## src/rtl/wdt_pkg.sv

```systemverilog
package wdt_pkg;

    localparam logic [1:0] A_CTL = 2'd0;
    localparam logic [1:0] A_CNT = 2'd1;
    localparam logic [1:0] A_TOV = 2'd2;
    localparam logic [1:0] A_WIN = 2'd3;

    localparam logic [31:0] KEY_REF_A = 32'h0000_A602;
    localparam logic [31:0] KEY_REF_B = 32'h0000_B480;
    localparam logic [31:0] KEY_ULK_A = 32'h0000_C520;
    localparam logic [31:0] KEY_ULK_B = 32'h0000_D928;

    localparam int B_FLAG = 14;
    localparam int B_OPEN = 11;
    localparam int B_DONE = 10;
    localparam int B_SRC  = 8;
    localparam int B_RUN  = 7;
    localparam int B_UPD  = 5;

    typedef enum logic [1:0] {KS_IDLE, KS_REF, KS_ULK} key_st_e;

    typedef struct packed {
        logic       run;
        logic       upd_ok;
        logic [1:0] src;
    } ctl_t;

    function automatic ctl_t ctl_from_word(logic [31:0] w);
        ctl_t c;
        c.run    = w[B_RUN];
        c.upd_ok = w[B_UPD];
        c.src    = w[B_SRC+1:B_SRC];
        return c;
    endfunction

    function automatic logic [31:0] status_word(ctl_t c, logic flag, logic open, logic done);
        logic [31:0] w;
        w                 = '0;
        w[B_FLAG]         = flag;
        w[B_OPEN]         = open;
        w[B_DONE]         = done;
        w[B_SRC+1:B_SRC]  = c.src;
        w[B_RUN]          = c.run;
        w[B_UPD]          = c.upd_ok;
        return w;
    endfunction

endpackage

```

## src/rtl/wdt_edge_sync.sv

```systemverilog
module wdt_edge_sync #(
    parameter int N = 3
) (
    input  logic         clk,
    input  logic         rst,
    input  logic [N-1:0] async_in,
    output logic [N-1:0] rise
);
    for (genvar i = 0; i < N; i++) begin : g_sync
        logic [2:0] sh;
        always_ff @(posedge clk) begin
            if (rst) sh <= '0;
            else     sh <= {sh[1:0], async_in[i]};
        end
        assign rise[i] = sh[1] & ~sh[2];
    end
endmodule

```

## src/rtl/wdt_keyseq.sv

```systemverilog
module wdt_keyseq
    import wdt_pkg::*;
(
    input  logic        clk,
    input  logic        rst,
    input  logic        wr_key,
    input  logic [31:0] key,
    output logic        refresh_hit,
    output logic        unlock_hit
);
    key_st_e st_q;

    always_comb begin
        refresh_hit = wr_key && (st_q == KS_REF) && (key == KEY_REF_B);
        unlock_hit  = wr_key && (st_q == KS_ULK) && (key == KEY_ULK_B);
    end

    always_ff @(posedge clk) begin
        if (rst) begin
            st_q <= KS_IDLE;
        end else if (wr_key) begin
            if (st_q == KS_IDLE) begin
                if (key == KEY_REF_A)      st_q <= KS_REF;
                else if (key == KEY_ULK_A) st_q <= KS_ULK;
            end else begin
                st_q <= KS_IDLE;
            end
        end
    end
endmodule

```

## src/rtl/wdt_count.sv

```systemverilog
module wdt_count #(
    parameter int W = 16
) (
    input  logic         clk,
    input  logic         rst,
    input  logic         run,
    input  logic         tick,
    input  logic         clr,
    input  logic [W-1:0] limit,
    output logic [W-1:0] count,
    output logic         fire,
    output logic         hit
);
    always_comb fire = !clr && run && tick && (count == limit);

    always_ff @(posedge clk) begin
        if (rst) begin
            count <= '0;
            hit   <= 1'b0;
        end else begin
            hit <= fire;
            if (clr)            count <= '0;
            else if (fire)      count <= '0;
            else if (run && tick) count <= count + 1'b1;
        end
    end
endmodule

```

## src/rtl/keyed_wdt.sv

```systemverilog
module keyed_wdt
    import wdt_pkg::*;
#(
    parameter int TOV_W   = 16,
    parameter int ULK_CYC = 128,
    parameter int SRC_W   = 2
) (
    input  logic                     clk,
    input  logic                     rst,
    input  logic                     wr_en,
    input  logic [1:0]               waddr,
    input  logic [31:0]              wdata,
    output logic [31:0]              rdata,
    input  logic [(1<<SRC_W)-2:0]    aux_clk,
    output logic                     reset_req
);
    localparam int N_AUX = (1 << SRC_W) - 1;
    localparam int TMR_W = $clog2(ULK_CYC + 1);

    ctl_t             ctl_q;
    logic             flag_q, open_q, ready_q;
    logic [TOV_W-1:0] tov_q, win_q, cnt_q;
    logic [TMR_W-1:0] tmr_q;
    logic [N_AUX-1:0] aux_rise;
    logic [N_AUX:0]   tick_vec;
    logic             tick, refresh_hit, unlock_hit, fire, hit;
    logic             wr_ctl, wr_cfg_ok;

    wdt_edge_sync #(.N(N_AUX)) u_sync (
        .clk(clk), .rst(rst), .async_in(aux_clk), .rise(aux_rise)
    );

    wdt_keyseq u_keys (
        .clk(clk), .rst(rst), .wr_key(wr_en && waddr == A_CNT), .key(wdata),
        .refresh_hit(refresh_hit), .unlock_hit(unlock_hit)
    );

    assign tick_vec = {aux_rise, 1'b1};
    assign tick     = tick_vec[ctl_q.src];

    wdt_count #(.W(TOV_W)) u_cnt (
        .clk(clk), .rst(rst), .run(ctl_q.run), .tick(tick), .clr(refresh_hit),
        .limit(tov_q), .count(cnt_q), .fire(fire), .hit(hit)
    );

    assign reset_req = hit;
    assign wr_ctl    = wr_en && waddr == A_CTL;
    assign wr_cfg_ok = wr_en && open_q;

    always_ff @(posedge clk) begin
        if (rst) begin
            ctl_q   <= '{run: 1'b0, upd_ok: 1'b1, src: '0};
            flag_q  <= 1'b0;
            open_q  <= 1'b0;
            ready_q <= 1'b0;
            tov_q   <= '1;
            win_q   <= '0;
            tmr_q   <= '0;
        end else begin
            if (fire)                     flag_q <= 1'b1;
            else if (wr_ctl && wdata[B_FLAG]) flag_q <= 1'b0;

            if (open_q) begin
                if (tmr_q <= TMR_W'(1)) open_q <= 1'b0;
                else                    tmr_q  <= tmr_q - 1'b1;
            end

            if (wr_cfg_ok && waddr == A_TOV) tov_q <= wdata[TOV_W-1:0];
            if (wr_cfg_ok && waddr == A_WIN) win_q <= wdata[TOV_W-1:0];
            if (wr_cfg_ok && waddr == A_CTL) begin
                ctl_q   <= ctl_from_word(wdata);
                open_q  <= 1'b0;
                ready_q <= 1'b1;
            end

            if (unlock_hit && ctl_q.upd_ok) begin
                open_q  <= 1'b1;
                ready_q <= 1'b0;
                tmr_q   <= TMR_W'(ULK_CYC);
            end
        end
    end

    always_comb begin
        unique case (waddr)
            A_CTL:   rdata = status_word(ctl_q, flag_q, open_q, ready_q);
            A_CNT:   rdata = 32'(cnt_q);
            A_TOV:   rdata = 32'(tov_q);
            default: rdata = 32'(win_q);
        endcase
    end
endmodule

```

## config.mk

```make
export PLATFORM = sky130hd
export DESIGN_NAME = keyed_wdt
export DESIGN_NICKNAME = d
export VERILOG_FILES = /design/src/rtl/wdt_pkg.sv /design/src/rtl/wdt_edge_sync.sv /design/src/rtl/wdt_keyseq.sv /design/src/rtl/wdt_count.sv /design/src/rtl/keyed_wdt.sv
export SDC_FILE = /design/constraint.sdc
export NUM_CORES = 1
export LEC_CHECK = 0
export ABC_AREA = 1
export CAP_MARGIN = 0
export CORE_MARGIN = 5
export CORE_UTILIZATION = 53
export DETAILED_ROUTE_END_ITERATION = 8
export GPL_ROUTABILITY_DRIVEN = 0
export GPL_TIMING_DRIVEN = 0
export PLACE_DENSITY = 0.78
export SLEW_MARGIN = 20
export SYNTH_ARGS = -nofsm -noshare
export SYNTH_HDL_FRONTEND = slang
export SYNTH_SLANG_ARGS = --single-unit
```

## constraint.sdc

```tcl
create_clock -name clk -period 2.4 [get_ports clk]
set_clock_uncertainty 0.1 [all_clocks]
set_input_delay 0.48 -clock clk [delete_from_list [all_inputs] [get_ports clk]]
set_output_delay 0.48 -clock clk [all_outputs]
set_load 0.05 [all_outputs]
```

# Word-level counts from Yosys, hierarchy flattened
# Cells that the tools add are included.
# W data, S select, Z words.
totals:
  ff_bits: 75
  inputBits: 40
  word_cells: 80
  output_inout_bits: 33
classes:
  reduce_logical: 26
  add_sub_neg: 2
  n_eq_ne: 12
  bitwise_logic: 7
  order_cmp: 2
  mux: 15
ops:
  columns: ["op", "count"]
  rows:
  - ["$eq A32 B16 Y1 const B", 4]
  - ["$pmux W16 S3", 1]
  - ["$mux W8", 3]
  - ["$add A16 B1 Y16 const B", 1]
  - ["$eq A16 B16 Y1", 1]
  - ["$logic_and A1 B1 Y1", 16]
  - ["$le A8 B1 Y1 const B", 1]
  - ["$sub A8 B1 Y8 const B", 1]
  - ["$mux W1", 7]
  - ["$eq A2 B2 Y1 const B", 3]
  - ["$mux W2", 3]
  - ["$reduce_and A2 Y1", 3]
  - ["$eq A2 B1 Y1 const B", 2]
  - ["$logic_not A2 Y1", 2]
  - ["$not A1 Y1", 4]
  - ["$reduce_bool A2 Y1", 2]
  - ["$and A1 B1 Y1", 3]
  - ["$lt A2 B3 Y1 const B", 1]
  - ["$ne A3 B3 Y1 const B", 1]
  - ["$reduce_or A3 Y1", 1]
  - ["$bmux W1 S2", 1]
  - ["$ne A2 B1 Y1 const B", 1]
  - ["$reduce_or A2 Y1", 1]
  - ["$logic_not A1 Y1", 1]

# Logic depth before layout (Yosys ltp)
depth:
  depth_word: 9
  ltp_mapped: 11
  ltp_nobuf: 10

# Modules after synthesis
# From an unflattened synthesis, not the netlist that was laid out.
unflattened:
  cells_unflattened: 673
  area_unflattened_um2: 4342.9
by_module_without_submodules:
  columns: ["module", "n_inst", "cells_per_inst", "seq_area_each_um2", "area_each_um2"]
  rows:
  - ["keyed_wdt", 1, 345, 940.9, 2398.6]
  - ["wdt_count", 1, 195, 340.3, 1203.7]
  - ["wdt_keyseq", 1, 102, 40.0, 470.5]
  - ["wdt_edge_sync", 1, 31, 180.2, 270.3]

# Worst setup path after synthesis
# OpenSTA, ideal clock, no wires.
synth_path:
  path_kind: "input to output"
  from: "input port waddr[1]"
  to: "output port rdata[11]"
  cell_stages: 4
  t_arrival_ps: 1687
  t_required_ps: 1820
  slack_ps: 133
  n_path_buf: 1
  cell_sequence: "inv_2 > nand2_2 > clkbuf_1 > o2111ai_1"
synth_between:
  elab_chain_cells: 2
  word_cells_on_any_way: 4
  cone_classes: "eq/ne (2); mux (1); reduce/logical (1)"
synth_rtl:
  columns: ["item", "line_no", "source"]
  rows:
  - ["start, declared", "keyed_wdt.sv:11", "input logic [1:0] waddr,"]
  - ["$eq A2 B2 Y1 (tied with other cells)", "keyed_wdt.sv:85", "unique case (waddr)"]
  - ["$pmux W16 S3 *", "keyed_wdt.sv:85", null]
  - ["end, declared", "keyed_wdt.sv:13", "output logic [31:0] rdata,"]
# Every way passes the cells marked *; elsewhere a longest branch is shown, timed or not.

# Worst setup path after layout
layout_path:
  from: "input port waddr[1]"
  to: "output port rdata[4]"
# Same word-level chain as after synthesis.

==> flow_summary.toml <==
[run_status]
status = "completed"

[layout]
final_common_cell = "nand2_1"
stdcell_area_um2 = 5020
drive_gt1_share_pct = 10.3
num_antenna_cells = 0
finalNetCount = 738
fillers = 723
final_cell_mix = "139 x nand2_1, 100 x nor2_1, 81 x inv_1, 75 x dfxtp_1, 38 x clkdlybuf4s50_1"
syn_to_final_growth_pct = 23.4

[critical_path]
crit_fanout = 10
critPathKind = "input port to output port"
rr_worst_depth = 9
cp_slowest_cell = "dlygate4sd2_1"
cpPeakStageDelay_ps = 280
reg2reg_from = "tmr_q[0]"
startpoint_type = "input port"
crit_arrival_ps = 1680
r2r-end = "tmr_q[6]"
cp.required_ps = 1820
path_cells = "dlygate4sd2_1, inv_2, nand2_4, clkbuf_8, o211ai_1, buf_4"
rrSetupSlack_ps = 390
crit_path_end_kind = "output port"

[power]
p_per_area_nw_per_um2 = 512
clkPwrFrac_pct = 37.6
netSwitchingFraction_pct = 28.0
intPower_mw = 1.85
power.share.sequential_pct = 48.6
p_comb_share_pct = 13.7
p_sw_uw = 719
vdd_ir_drop_max_v = 0.000256
p_leak_nw = 2.17

[place]
placed_area_um2 = 4810
dp_hpwl_um = 8790
io_buffers = 56
dp_slack_ps = -1030

[job]
drv_cap = 0

[synthesis]
seq_area_frac_synth_pct = 36.9
netlist-cell-type-count = 29
synth_top_area_share_pct = 36.9
ys_warn_count = 0
syn_inst = 612
synth_top_cell_by_area = "dfxtp_1"
ys_ff_latch = 75
synth_area_um2 = 4070
yosys-top-cells-area = "dfxtp_1 37%, nand2_1 13%, nor2_1 9.2%, inv_1 7.6%, xor2_1 4.7%"
syn_avg_cell_area_um2 = 6.65

[clock_tree]
cts_tree = "done"
cts-hold-fix-buffers = 0
clock_sinks = 75
cts-root-buf = "clkbuf_8"
path_clk_slew_ps = 80
clockBufferDepth = 2
htree_levels = 3
cts_inserted_buffers = 9
worstSkewPairLatency_ps = 350

[drt]
via_count = 4139
wl_per_cell_um = 13.9
drc = 0
first_pass_iters = 5
ant_nets = 0
drt-total-wl_um = 11100
via_per_inst = 5.17
first_iter_violations = 233

[hold_path]
hold_end = "u_sync.g_sync[1].sh[1]"
hold_depth = 2
min_path_type = "register to register"
min_from = "u_sync.g_sync[1].sh[0]"

[sta]
report.final.slew_viol_count = 0
fmax_mhz = 442
hold_violations = 0
period_needed_ps = 2260
finalWorstSetupSlack_ps = 139
fin_crit_sh_pct = 94.2
finalSetupTns_ps = 0
tightest_slew_ps = 518
relSlewSlack_pct = 65.5
rsz0062_at_grt = "no"
setup_viol = 0

[grt]
grt-busiest-layer = "met2"
grt_antenna_before_repair = 0
use_met1_pct = 27.2
use_met2_pct = 41.3
grt_pass1_wl_um = 18500
track_usage_pct = 23.5
grt_pass1_vias = 4066
overflow = 0
grt_max_degree = 14
grt_use_met3_pct = 5.74

[floorplan]
dieArea_um2 = 9530
ios = 73
fp.dieW_um = 97.6
num_rows = 32
coreArea_um2 = 7610
fp.dieH_um = 97.6
initial_core_util_pct = 53.5
-- worst max-delay path: cells and delay by family --
kind,cells,cell delay (ps)
compound gates,1,240
buf+inv,4,830
simple gates,1,110
-- cell families (layout without fill, tap and decap cells) --
kind of cell / count (synthesis) / in the layout / share of synthesized area [%]
and+or+nand+nor: 295 / 295 / 30.0
buffers and inverters: 118 / 190 / 12.6
AOI/OAI and AO/OA: 93 / 93 / 13.7
DFF: 75 / 75 / 36.9
xor gates and xnor gates: 27 / 27 / 5.81
adders and majority gates: 3 / 3 / 0.923
other: 1 / 16 / 0.0922
-- final cells by class --
class                           instances  area, um2  share of cell area, %
Buffer                                 32        220                   4.39
Clock buffer                            9        124                   2.47
Clock inverter                          6       67.6                   1.35
Inverter                               86        323                   6.43
Multi-Input combinational cell        434       2140                   42.6
Sequential cell                        75       1500                   29.9
Tap cell                              102        128                   2.54
Timing Repair Buffer                   57        519                   10.3
-- metal layers --
layer  share of wire [%]  wire [um]
met5                   0          0
met4                 2.3        260
met3                 7.4        828
met2                  49       5500
met1                  41       4530
-- per-stage QoR --
step                      std cells  hold slack, ps  power, mW  util [%]
after floorplan                 627             288       1.49         -
after global placement          785             291       1.62      63.3
after CTS                       801             312       2.57      66.0
after global routing            801             332       2.65      66.0
after detailed placement        785             293       1.63      63.3
final                           801             309       2.57      66.0
-- flip-flops by register name (all words and copies together) (netlist names) --
| name | count |
|---|---|
| ready_q | 1 |
| u_cnt.count | 16 |
| open_q | 1 |
| tmr_q | 8 |
| tov_q | 16 |
| u_keys.st_q | 2 |
| u_cnt.hit | 1 |
| u_sync.g_sync.sh | 9 |
| ctl_q | 4 |
| win_q | 16 |
| flag_q | 1 |
-- worst max path at each step --
stage,start,end,slack (ps),cells past startpoint
finish,waddr[1],rdata[4],140,6
global route,waddr[1],rdata[4],70,6
CTS,waddr[0],rdata[14],50,7
detailed placement,waddr[1],rdata[14],-1030,7
global placement,waddr[1],rdata[14],-1000,7
floorplan,waddr[1],rdata[11],130,4
-- power by group through the flow --
stage	Sequential [mW]	Clock [mW]	Combinational, mW
2_1_floorplan	1.28	0	0.213
3_3_place_gp	1.28	0	0.342
3_5_place_dp	1.28	0	0.346
4_1_cts	1.25	0.971	0.351
5_1_grt	1.25	1.02	0.374
6_report	1.25	0.967	0.353
-- timing repair --
| action | CTS | global route |
|---|---|---|
| endpoints found under the setup margin | 16 | 8 |
| pin swaps | 2 | 0 |
| buffers inserted | 1 | 0 |
| gates resized for setup | 112 | 2 |
-- synth_stat cells --
cell       instances
ha_1               3
dfxtp_1           75
o211ai_1          22
xnor2_1            5
nor3b_1            1
conb_1             1
o21ai_0           28
nor2_4             2
inv_2              4
buf_4             16
nand4_1            9
clkbuf_1          13
nor3_1            10
a21oi_1           33
nand2_1          139
o2111ai_1          7
a31oi_1            1
inv_1             82
buf_2              2
nor2_1           100
or2_2              3
o221ai_1           2
buf_6              1
nand3_2            1
nand2_2            2
nor4_1             2
xor2_1            22
nor2_2             2
nand3_1           24
(Power assumes the default switching activity.)
